`config.mk`:
```
export PLATFORM = sky130hd
export DESIGN_NAME = morse_flasher
export DESIGN_NICKNAME = d
export VERILOG_FILES = /design/src/rtl/morse_pkg.sv /design/src/rtl/morse_unit_timer.sv /design/src/rtl/morse_glyph_rom.sv /design/src/rtl/morse_seq_fsm.sv /design/src/rtl/morse_flasher.sv
export SDC_FILE = /design/constraint.sdc
export NUM_CORES = 1
export LEC_CHECK = 0
export ABC_AREA = 1
export ABC_CLOCK_PERIOD_IN_PS = 2000
export BUFFER_PORTS_ARGS = -buffer_cell sky130_fd_sc_hd__buf_2
export CORE_MARGIN = 3
export CORE_UTILIZATION = 45
export DETAILED_ROUTE_END_ITERATION = 6
export SLEW_MARGIN = 0
export SYNTH_ARGS = -nofsm -noshare
export SYNTH_HDL_FRONTEND = slang
export SYNTH_HIERARCHICAL = 1
export SYNTH_SLANG_ARGS = --single-unit
```
`constraint.sdc`:
```
create_clock -name clk_i -period 2 [get_ports clk_i]
set_input_delay 0.4 -clock clk_i [delete_from_list [all_inputs] [get_ports clk_i]]
set_output_delay 0.4 -clock clk_i [all_outputs]
set_load 0.02 [all_outputs]
```
`src/rtl/morse_pkg.sv`:
```
package morse_pkg;
  localparam int unsigned LETTER_W   = 3;
  localparam int unsigned MAX_MARKS  = 4;
  localparam int unsigned IDX_W      = $clog2(MAX_MARKS);
  localparam int unsigned DASH_UNITS = 3;
  localparam int unsigned DASH_CW    = $clog2(DASH_UNITS);

  typedef enum logic [2:0] {
    ST_IDLE,
    ST_START,
    ST_DOT,
    ST_DASH,
    ST_GAP
  } seq_state_e;

  // marks[i]: 1 = dot, 0 = dash; mark 0 is sent first
  typedef struct packed {
    logic [MAX_MARKS-1:0] marks;
    logic [IDX_W-1:0]     last_idx;
  } glyph_t;
endpackage

```
`src/rtl/morse_unit_timer.sv`:
```
module morse_unit_timer #(
  parameter int unsigned UNIT_CYCLES = 25_000_000
) (
  input  logic clk_i,
  input  logic rst_ni,
  input  logic run_i,
  output logic tick_o
);
  localparam int unsigned CNT_W = (UNIT_CYCLES > 2) ? $clog2(UNIT_CYCLES) : 1;
  localparam logic [CNT_W-1:0] CNT_LAST = CNT_W'(UNIT_CYCLES - 1);

  logic [CNT_W-1:0] cnt_q;

  assign tick_o = run_i && (cnt_q == CNT_LAST);

  // held at zero outside a timed state so each unit is full length
  always_ff @(posedge clk_i or negedge rst_ni) begin
    if (!rst_ni)                cnt_q <= '0;
    else if (!run_i || tick_o)  cnt_q <= '0;
    else                        cnt_q <= cnt_q + 1'b1;
  end
endmodule

```
`src/rtl/morse_glyph_rom.sv`:
```
module morse_glyph_rom
  import morse_pkg::*;
(
  input  logic [LETTER_W-1:0] letter_i,
  output glyph_t              glyph_o
);
  always_comb begin
    case (letter_i)
      3'd0:    glyph_o = '{marks: 4'b0001, last_idx: 2'd1}; // .-
      3'd1:    glyph_o = '{marks: 4'b1110, last_idx: 2'd3}; // -...
      3'd2:    glyph_o = '{marks: 4'b1010, last_idx: 2'd3}; // -.-.
      3'd3:    glyph_o = '{marks: 4'b0110, last_idx: 2'd2}; // -..
      3'd4:    glyph_o = '{marks: 4'b0001, last_idx: 2'd0}; // .
      3'd5:    glyph_o = '{marks: 4'b1011, last_idx: 2'd3}; // ..-.
      3'd6:    glyph_o = '{marks: 4'b0100, last_idx: 2'd2}; // --.
      default: glyph_o = '{marks: 4'b1111, last_idx: 2'd3}; // ....
    endcase
  end
endmodule

```
`src/rtl/morse_seq_fsm.sv`:
```
module morse_seq_fsm
  import morse_pkg::*;
(
  input  logic       clk_i,
  input  logic       rst_ni,
  input  logic       start_i,
  input  glyph_t     glyph_i,
  input  logic       tick_i,
  output seq_state_e state_o,
  output glyph_t     glyph_q_o,
  output logic       run_o,
  output logic       done_o
);
  seq_state_e          state_q;
  glyph_t              glyph_q;
  logic [IDX_W-1:0]    idx_q;
  logic [IDX_W-1:0]    nxt_idx;
  logic [DASH_CW-1:0]  dash_q;
  logic                done_q;

  assign nxt_idx   = idx_q + 1'b1;
  assign run_o     = (state_q == ST_DOT) || (state_q == ST_DASH) || (state_q == ST_GAP);
  assign state_o   = state_q;
  assign glyph_q_o = glyph_q;
  assign done_o    = done_q;

  always_ff @(posedge clk_i or negedge rst_ni) begin
    if (!rst_ni) begin
      state_q <= ST_IDLE;
      glyph_q <= '0;
      idx_q   <= '0;
      dash_q  <= '0;
      done_q  <= 1'b0;
    end else begin
      done_q <= 1'b0;
      case (state_q)
        ST_IDLE: begin
          if (start_i) begin
            glyph_q <= glyph_i;
            idx_q   <= '0;
            dash_q  <= '0;
            state_q <= ST_START;
          end
        end
        ST_START: state_q <= glyph_q.marks[0] ? ST_DOT : ST_DASH;
        ST_DOT: if (tick_i) state_q <= ST_GAP;
        ST_DASH: begin
          if (tick_i) begin
            if (dash_q == DASH_CW'(DASH_UNITS - 1)) begin
              dash_q  <= '0;
              state_q <= ST_GAP;
            end else begin
              dash_q <= dash_q + 1'b1;
            end
          end
        end
        ST_GAP: begin
          if (tick_i) begin
            if (idx_q == glyph_q.last_idx) begin
              state_q <= ST_IDLE;
              done_q  <= 1'b1;
            end else begin
              idx_q   <= nxt_idx;
              state_q <= glyph_q.marks[nxt_idx] ? ST_DOT : ST_DASH;
            end
          end
        end
        default: state_q <= ST_IDLE;
      endcase
    end
  end
endmodule

```
`src/rtl/morse_flasher.sv`:
```
module morse_flasher
  import morse_pkg::*;
#(
  parameter int unsigned UNIT_CYCLES = 25_000_000
) (
  input  logic                clk_i,
  input  logic                rst_ni,
  input  logic                start_i,
  input  logic [LETTER_W-1:0] letter_i,
  output logic                led_o,
  output logic                done_o
);
  glyph_t     rom_glyph;
  glyph_t     glyph_q;
  seq_state_e state_q;
  logic       unit_tick;
  logic       run;

  morse_glyph_rom u_rom (
    .letter_i (letter_i),
    .glyph_o  (rom_glyph)
  );

  morse_unit_timer #(.UNIT_CYCLES(UNIT_CYCLES)) u_timer (
    .clk_i  (clk_i),
    .rst_ni (rst_ni),
    .run_i  (run),
    .tick_o (unit_tick)
  );

  morse_seq_fsm u_fsm (
    .clk_i     (clk_i),
    .rst_ni    (rst_ni),
    .start_i   (start_i),
    .glyph_i   (rom_glyph),
    .tick_i    (unit_tick),
    .state_o   (state_q),
    .glyph_q_o (glyph_q),
    .run_o     (run),
    .done_o    (done_o)
  );

  assign led_o = (state_q == ST_DOT) || (state_q == ST_DASH);
endmodule

```
==> results of run 1 <==
state kept, by name (all words and copies together) (netlist names):
register / flops
u_fsm/dash_q: 2
u_fsm/done_o: 1
u_fsm/glyph_q_o: 6
u_fsm/idx_q: 2
u_fsm/state_o: 3
u_timer/cnt_q: 25
per-layer routing:
metal  global-route usage, %  vias up  part of all wire (%)
li1                        -     1044                     -
met1                    21.3      905                    45
met2                    32.9       16                    51
met3                    3.48        8                   2.2
met4                    6.23        0                   1.7
met5                       0        -                     0
area by class of cell:
class                           instances  area share [%]
Inverter                               33            4.87
Multi-Input combinational cell        259            47.1
Timing Repair Buffer                    9            2.46
Clock buffer                            8            3.93
Sequential cell                        39            38.3
Tap cell                               67            3.29
through the flow:
stage | hold WS [ns] | setup WS (ns) | std cells | utilization (%)
final | 0.0386 | 0.300 | 415 | 52.5
after global placement | 0.369 | 0.348 | 407 | 50.4
after CTS | 0.0476 | 0.282 | 415 | 52.5
after global routing | 0.0551 | 0.0503 | 415 | 52.5
after floorplan | 0.104 | 0.477 | 333 | -
after detailed placement | 0.364 | 0.302 | 407 | 50.4
Yosys cell counts (2+ instances only):
master   instances
dfrtp_1         39
or2_4            2
o21ai_2          2
o21ai_0          2
nand2_1        117
nand2_2          8
nand4_1          2
a21oi_1          6
nand3_1         15
nor2_2           6
o21ai_1          2
inv_1           30
xnor2_1          7
inv_2            3
xor2_1           8
buf_6            2
nor3_1           3
nand2_4          2
nor2_1          70
worst max path at each step:
| stage | startpoint | endpoint | slack [ns] | cells after the start |
|---|---|---|---|---|
| finish | u_timer/cnt_q[0] | u_fsm/idx_q[0] | 0.30 | 10 |
| CTS | u_timer/cnt_q[0] | u_fsm/idx_q[0] | 0.28 | 10 |
| global route | u_timer/cnt_q[12] | u_fsm/dash_q[1] | 0.05 | 10 |
| global placement | u_timer/cnt_q[0] | u_fsm/idx_q[0] | 0.35 | 10 |
| floorplan | u_timer/cnt_q[0] | u_fsm/idx_q[0] | 0.48 | 10 |
| detailed placement | u_timer/cnt_q[0] | u_fsm/idx_q[1] | 0.30 | 10 |
logic make-up after synthesis:
| group | after synthesis | share of synthesized area (%) |
|---|---|---|
| adder cells (fa/ha/maj) | 1 | 0.539 |
| XOR/XNOR | 15 | 5.66 |
| buffers and inverters | 35 | 6.31 |
| AO/OA/AOI/OAI | 14 | 3.61 |
| flip-flops | 39 | 42.0 |
| AND/OR/NAND/NOR | 229 | 41.8 |
worst register-to-register path: stages (launching register included):
cell     delay (ns)
dfrtp_1        0.42
ha_1           0.31
nand2_2        0.11
nor2_2         0.12
nand2_2        0.08
nor2_1         0.09
inv_1          0.09
nand2_1        0.14
nand3_1        0.11
nand2_1        0.07
nand2_1        0.05
power by group:
group          internal, W  total [W]  switching, W
clock             0.000315   0.000579      0.000265
combinational    0.0000129  0.0000402     0.0000273
sequential        0.000788   0.000788             0
total              0.00112    0.00141      0.000292
==> results.py, run 1 <==
metrics = {
    "sta": {
        "setup_violations": 0,
        "relSlewSlack_pct": 71.7,
        "drv_slew": 0,
        "finalCritPeriodShare_pct": 85.0,
        "finalClockSkew_ns": 0.00384,
        "clock.fmax_mhz": 588,
        "tightestPinTransition_ns": 0.425,
        "min_period_ns": 1.70,
        "tns_ns": 0,
        "hold_viol": 0,
        "rsz0062_at_grt": "false",
    },
    "logic_synthesis": {
        "netlist_area_sq_mm": 0.00232,
        "synth_warnings": 6,
        "syn_inst": 333,
        "synth_nets": 340,
        "synth.top_cell.area_share_pct": 42.0,
        "postSynthRegisterBits": 39,
        "synth_top_flop_cell": "dfrtp_1",
        "ys_seq_area_share_pct": 42.0,
        "synth_top_cell_by_area": "dfrtp_1",
        "async_flop_share_pct": 100,
        "yosys.cell_types.count": 26,
        "syn_avg_cell_area_sq_um": 6.97,
        "synth_edf_count": 0,
        "synth_area_leaders": "dfrtp_1 (42%), nand2_1 (19%), nor2_1 (11%), inv_1 (4.9%), nand3_1 (3.2%)",
    },
    "min_path": {
        "hold_class": "in2async",
    },
    "placement": {
        "post-dp-hpwl_microns": 3640,
        "dpl_cell_area_sq_mm": 0.00244,
        "gp_congestion": 0.897,
        "port-buffer-count": 7,
    },
    "power": {
        "total_power_w": 0.00141,
        "ir_drop_uv": 383,
        "p_per_area_mw_per_mm2": 553,
        "power.leakage_nw": 1.21,
    },
    "clock_tree": {
        "cts_buffers": 5,
        "cts_resized": 0,
        "clock_latency_ns": 0.29,
        "cts-root-buf": "clkbuf_8",
        "cts.sinks": 39,
        "htree_levels": 2,
        "holdBufCountCts": 0,
        "post-cts-setup-buffers": 0,
        "cts_tree": "built",
        "cts_buffer_depth": 2,
        "clkTransAtPathRegs_ns": 0.07,
    },
    "setup_path": {
        "crit_chain": "ha_1, nand2_2, nor2_2, nand2_2, nor2_1, inv_1, nand2_1, nand3_1, nand2_1, nand2_1",
        "cp_top_family": "simple AND/OR/NAND/NOR gates",
        "cp_slowest_cell": "dfrtp_1",
        "reg2reg_from": "u_timer/cnt_q[0]",
        "r2r_cells": 10,
        "crit_arrival_ns": 1.88,
        "end_kind": "flip-flop",
        "rrSetupSlack_ns": 0.30,
        "cp_common_cell": "nand2_1",
        "slowest_delay_ns": 0.42,
        "start_kind": "flip-flop",
        "regToRegEndpoint": "u_fsm/idx_q[0]",
        "cp_max_fo": 5,
        "crit_buf_inv": 1,
        "required_ns": 2.18,
        "path_class": "reg2reg",
    },
    "cells_and_area": {
        "drive_above_1_share_pct": 12.4,
        "layout_commonest_cell": "nand2_1",
        "final_area_sq_mm": 0.00254,
        "seq_area_sq_um": 976,
        "multi_input_area_sq_mm": 0.00120,
        "num_antenna_cells": 0,
        "fin_nets": 354,
        "syn_to_final_growth_pct": 9.65,
        "fillCellCount": 500,
        "layout_common_cells": "nand2_1 (117), nor2_1 (70), dfrtp_1 (39)",
    },
    "outcome": {
        "status": "finished clean",
    },
    "die": {
        "start_util_pct": 47.9,
        "boundaryPins": 8,
        "die-width_microns": 77.8,
        "placementRows": 25,
        "core_area_sq_mm": 0.00485,
        "die_h_microns": 77.8,
        "die_area_sq_mm": 0.00606,
    },
    "detailed_routing": {
        "dr_total_vias": 1973,
        "drt_iter0_markers": 102,
        "avgRoutedWirePerCell_microns": 11.4,
        "vias_per_cell": 4.75,
        "drc": 0,
        "ant_nets": 0,
        "routed_wl_microns": 4710,
        "dr.pass1.iters": 4,
    },
    "global_route": {
        "grt_start_max_net_pins": 26,
        "antenna_found_initial": 0,
        "gr-total-overflow": 0,
        "grt_use_total_pct": 18.2,
        "grt_pass1_vias": 1994,
        "grt_pass1_wl_microns": 8840,
    },
    "job": {
        "max_cap_viol_count": 0,
    },
}
No activity file was read; power rests on OpenSTA's default activity.
==> run 2: changes to the inputs <==
ABC_CLOCK_PERIOD_IN_PS = 1600   (was 2000)
clock period = 1.6 ns   (was 2 ns; I/O delays follow)
==> results.py, run 2 (synthesized netlist as in run 1, its figures left out) <==
metrics = {
    "outcome": {
        "status": "finished clean",
    },
    "power": {
        "power.leakage_nw": 1.33,
        "p_switching_w": 0.000381,
        "p_per_area_mw_per_mm2": 655,
        "ir_drop_uv": 337,
        "internal_power_w": 0.00146,
        "p_comb_share_pct": 2.8,
        "seqPwrFrac_pct": 53.6,
        "swShare_pct": 20.7,
        "clkPwrFrac_pct": 43.6,
    },
    "clock_tree": {
        "cts_tree": "built",
        "cts.sinks": 39,
        "cts_buffers": 5,
        "htree_levels": 2,
        "cts-root-buf": "clkbuf_8",
        "clock_latency_ns": 0.29,
        "clkTransAtPathRegs_ns": 0.08,
        "cts_buffer_depth": 2,
    },
    "setup_path": {
        "crit_arrival_ns": 1.67,
        "cp_slowest_cell": "dfrtp_1",
        "crit_chain": "nand2_2, nor2_4, nand3_2, nor2_1, nand2_2, buf_4, nand2_4, nor2_1",
        "path_class": "reg2reg",
        "r2r_cells": 8,
        "cp_max_fo": 25,
        "end_kind": "flip-flop",
        "cp-startpoint": "u_timer/cnt_q[12]",
        "reg2reg_from": "u_timer/cnt_q[12]",
        "required_ns": 1.76,
        "start_kind": "flip-flop",
        "slowest_delay_ns": 0.41,
    },
    "global_route": {
        "grt_pass1_vias": 2035,
        "grt_start_max_net_pins": 26,
        "gr-total-overflow": 0,
        "grt_pass1_wl_microns": 9000,
        "grt_use_total_pct": 18.7,
        "antenna_found_initial": 0,
    },
    "detailed_routing": {
        "dr_total_vias": 2065,
        "ant_nets": 0,
        "avgRoutedWirePerCell_microns": 11.3,
        "vias_per_cell": 4.73,
        "drc": 0,
        "dr.pass1.iters": 4,
        "drt_iter0_markers": 93,
        "routed_wl_microns": 4960,
    },
    "placement": {
        "port-buffer-count": 7,
        "gp_congestion": 0.924,
        "pre_cts_slack_ns": 0.0183,
        "post-dp-hpwl_microns": 3830,
    },
    "sta": {
        "tns_ns": 0,
        "setup_violations": 0,
        "clock.fmax_mhz": 666,
        "min_period_ns": 1.50,
        "relSlewSlack_pct": 70.9,
        "tightestPinTransition_ns": 0.436,
        "finalCritPeriodShare_pct": 93.9,
        "finalClockSkew_ns": 0.00346,
        "fin_ws_ns": 0.0980,
        "drv_slew": 0,
        "hold_viol": 0,
    },
    "die": {
        "boundaryPins": 8,
        "die-width_microns": 77.8,
        "core_area_sq_mm": 0.00485,
        "die_h_microns": 77.8,
        "die_area_sq_mm": 0.00606,
        "placementRows": 25,
        "start_util_pct": 47.9,
    },
    "cells_and_area": {
        "syn_to_final_growth_pct": 20.9,
        "layout_common_cells": "nand2_1 (112), nor2_1 (65), dfrtp_1 (39)",
        "fin_nets": 377,
        "num_antenna_cells": 0,
        "drive_above_1_share_pct": 21.9,
        "top_register": "u_timer/cnt_q",
        "layout_commonest_cell": "nand2_1",
        "largest_reg_flops": 25,
    },
    "min_path": {
        "hold_start": "start_i",
        "hold_class": "in2reg",
        "min_path_cells": 3,
    },
    "job": {
        "max_cap_viol_count": 0,
    },
}
==> run 2: changes by cell type in the layout (fill, tap and decap cells not counted), moves of 3 or more <==
cell,previous run,this run
nor2_1,70,65
nand2_2,8,12
buf_4,1,23
nand2_1,117,112
nor2_2,6,9
inv_2,3,6
inv_1,30,27
==> run 2: worst max-delay path, delay by kind of cell, from the launching register on <==
kind	cells	cell delay, ns
AND/OR/NAND/NOR	7	0.82
flip-flops	1	0.41
buffers and inverters	1	0.14
==> run 2: stage by stage <==
stage | util (%) | area (sq um) | std cells | power, W | hold WS [ns]
2_1_floorplan | - | 2320 | 333 | 0.00102 | 0.0244
3_3_place_gp | 52.9 | 2560 | 423 | 0.00106 | 0.286
3_5_place_dp | 52.9 | 2560 | 423 | 0.00106 | 0.288
4_1_cts | 55.3 | 2680 | 431 | 0.00187 | 0.323
5_1_grt | 57.9 | 2810 | 437 | 0.00192 | 0.343
6_report | 57.9 | 2810 | 437 | 0.00184 | 0.335
==> run 2: path summary, 6_finish.rpt <==
path,slack [ns],endpoint
hold reg to reg,0.49,u_fsm/glyph_q_o[5]
hold / removal,0.34,u_fsm/glyph_q_o[3]
setup / recovery,0.1,u_timer/cnt_q[24]
min in group asynchronous,0.50,u_timer/cnt_q[21]
setup reg to reg,0.1,u_timer/cnt_q[24]
max in group asynchronous,0.64,u_fsm/glyph_q_o[1]
==> run 2: what timing repair did <==
item                                    CTS  global route
endpoints found under the hold margin    17             0
resized for setup                         0            22
setup buffers                             0             6
hold buffers                              1             0
endpoints found under the setup margin    0            33
==> run 2: cell type report <==
cell class / instances / area, sq um
Fill cell: 465 / 2040
Multi-Input combinational cell: 259 / 1280
Sequential cell: 39 / 976
Timing Repair Buffer: 32 / 238
Inverter: 33 / 124
Tap cell: 67 / 83.8
Clock buffer: 5 / 68.8
Clock inverter: 2 / 37.5
==> run 2: per-layer routing <==
| metal | global-route usage (%) | up-vias | share of wire [%] |
|---|---|---|---|
| met4 | 6.76 | 0 | 2.3 |
| met2 | 32.9 | 34 | 49 |
| met5 | 0 | - | 0 |
| li1 | - | 1085 | - |
| met3 | 4.06 | 12 | 3.7 |
| met1 | 22.4 | 934 | 45 |
==> run 2: power groups by stage <==
stage | Combinational (W) | Sequential [W] | Clock [W]
floorplan | 0.0000141 | 0.00100 | 0
global placement | 0.0000519 | 0.00100 | 0
detailed placement | 0.0000525 | 0.00100 | 0
CTS | 0.0000544 | 0.000985 | 0.000826
global route | 0.0000611 | 0.000985 | 0.000876
finish | 0.0000515 | 0.000985 | 0.000803
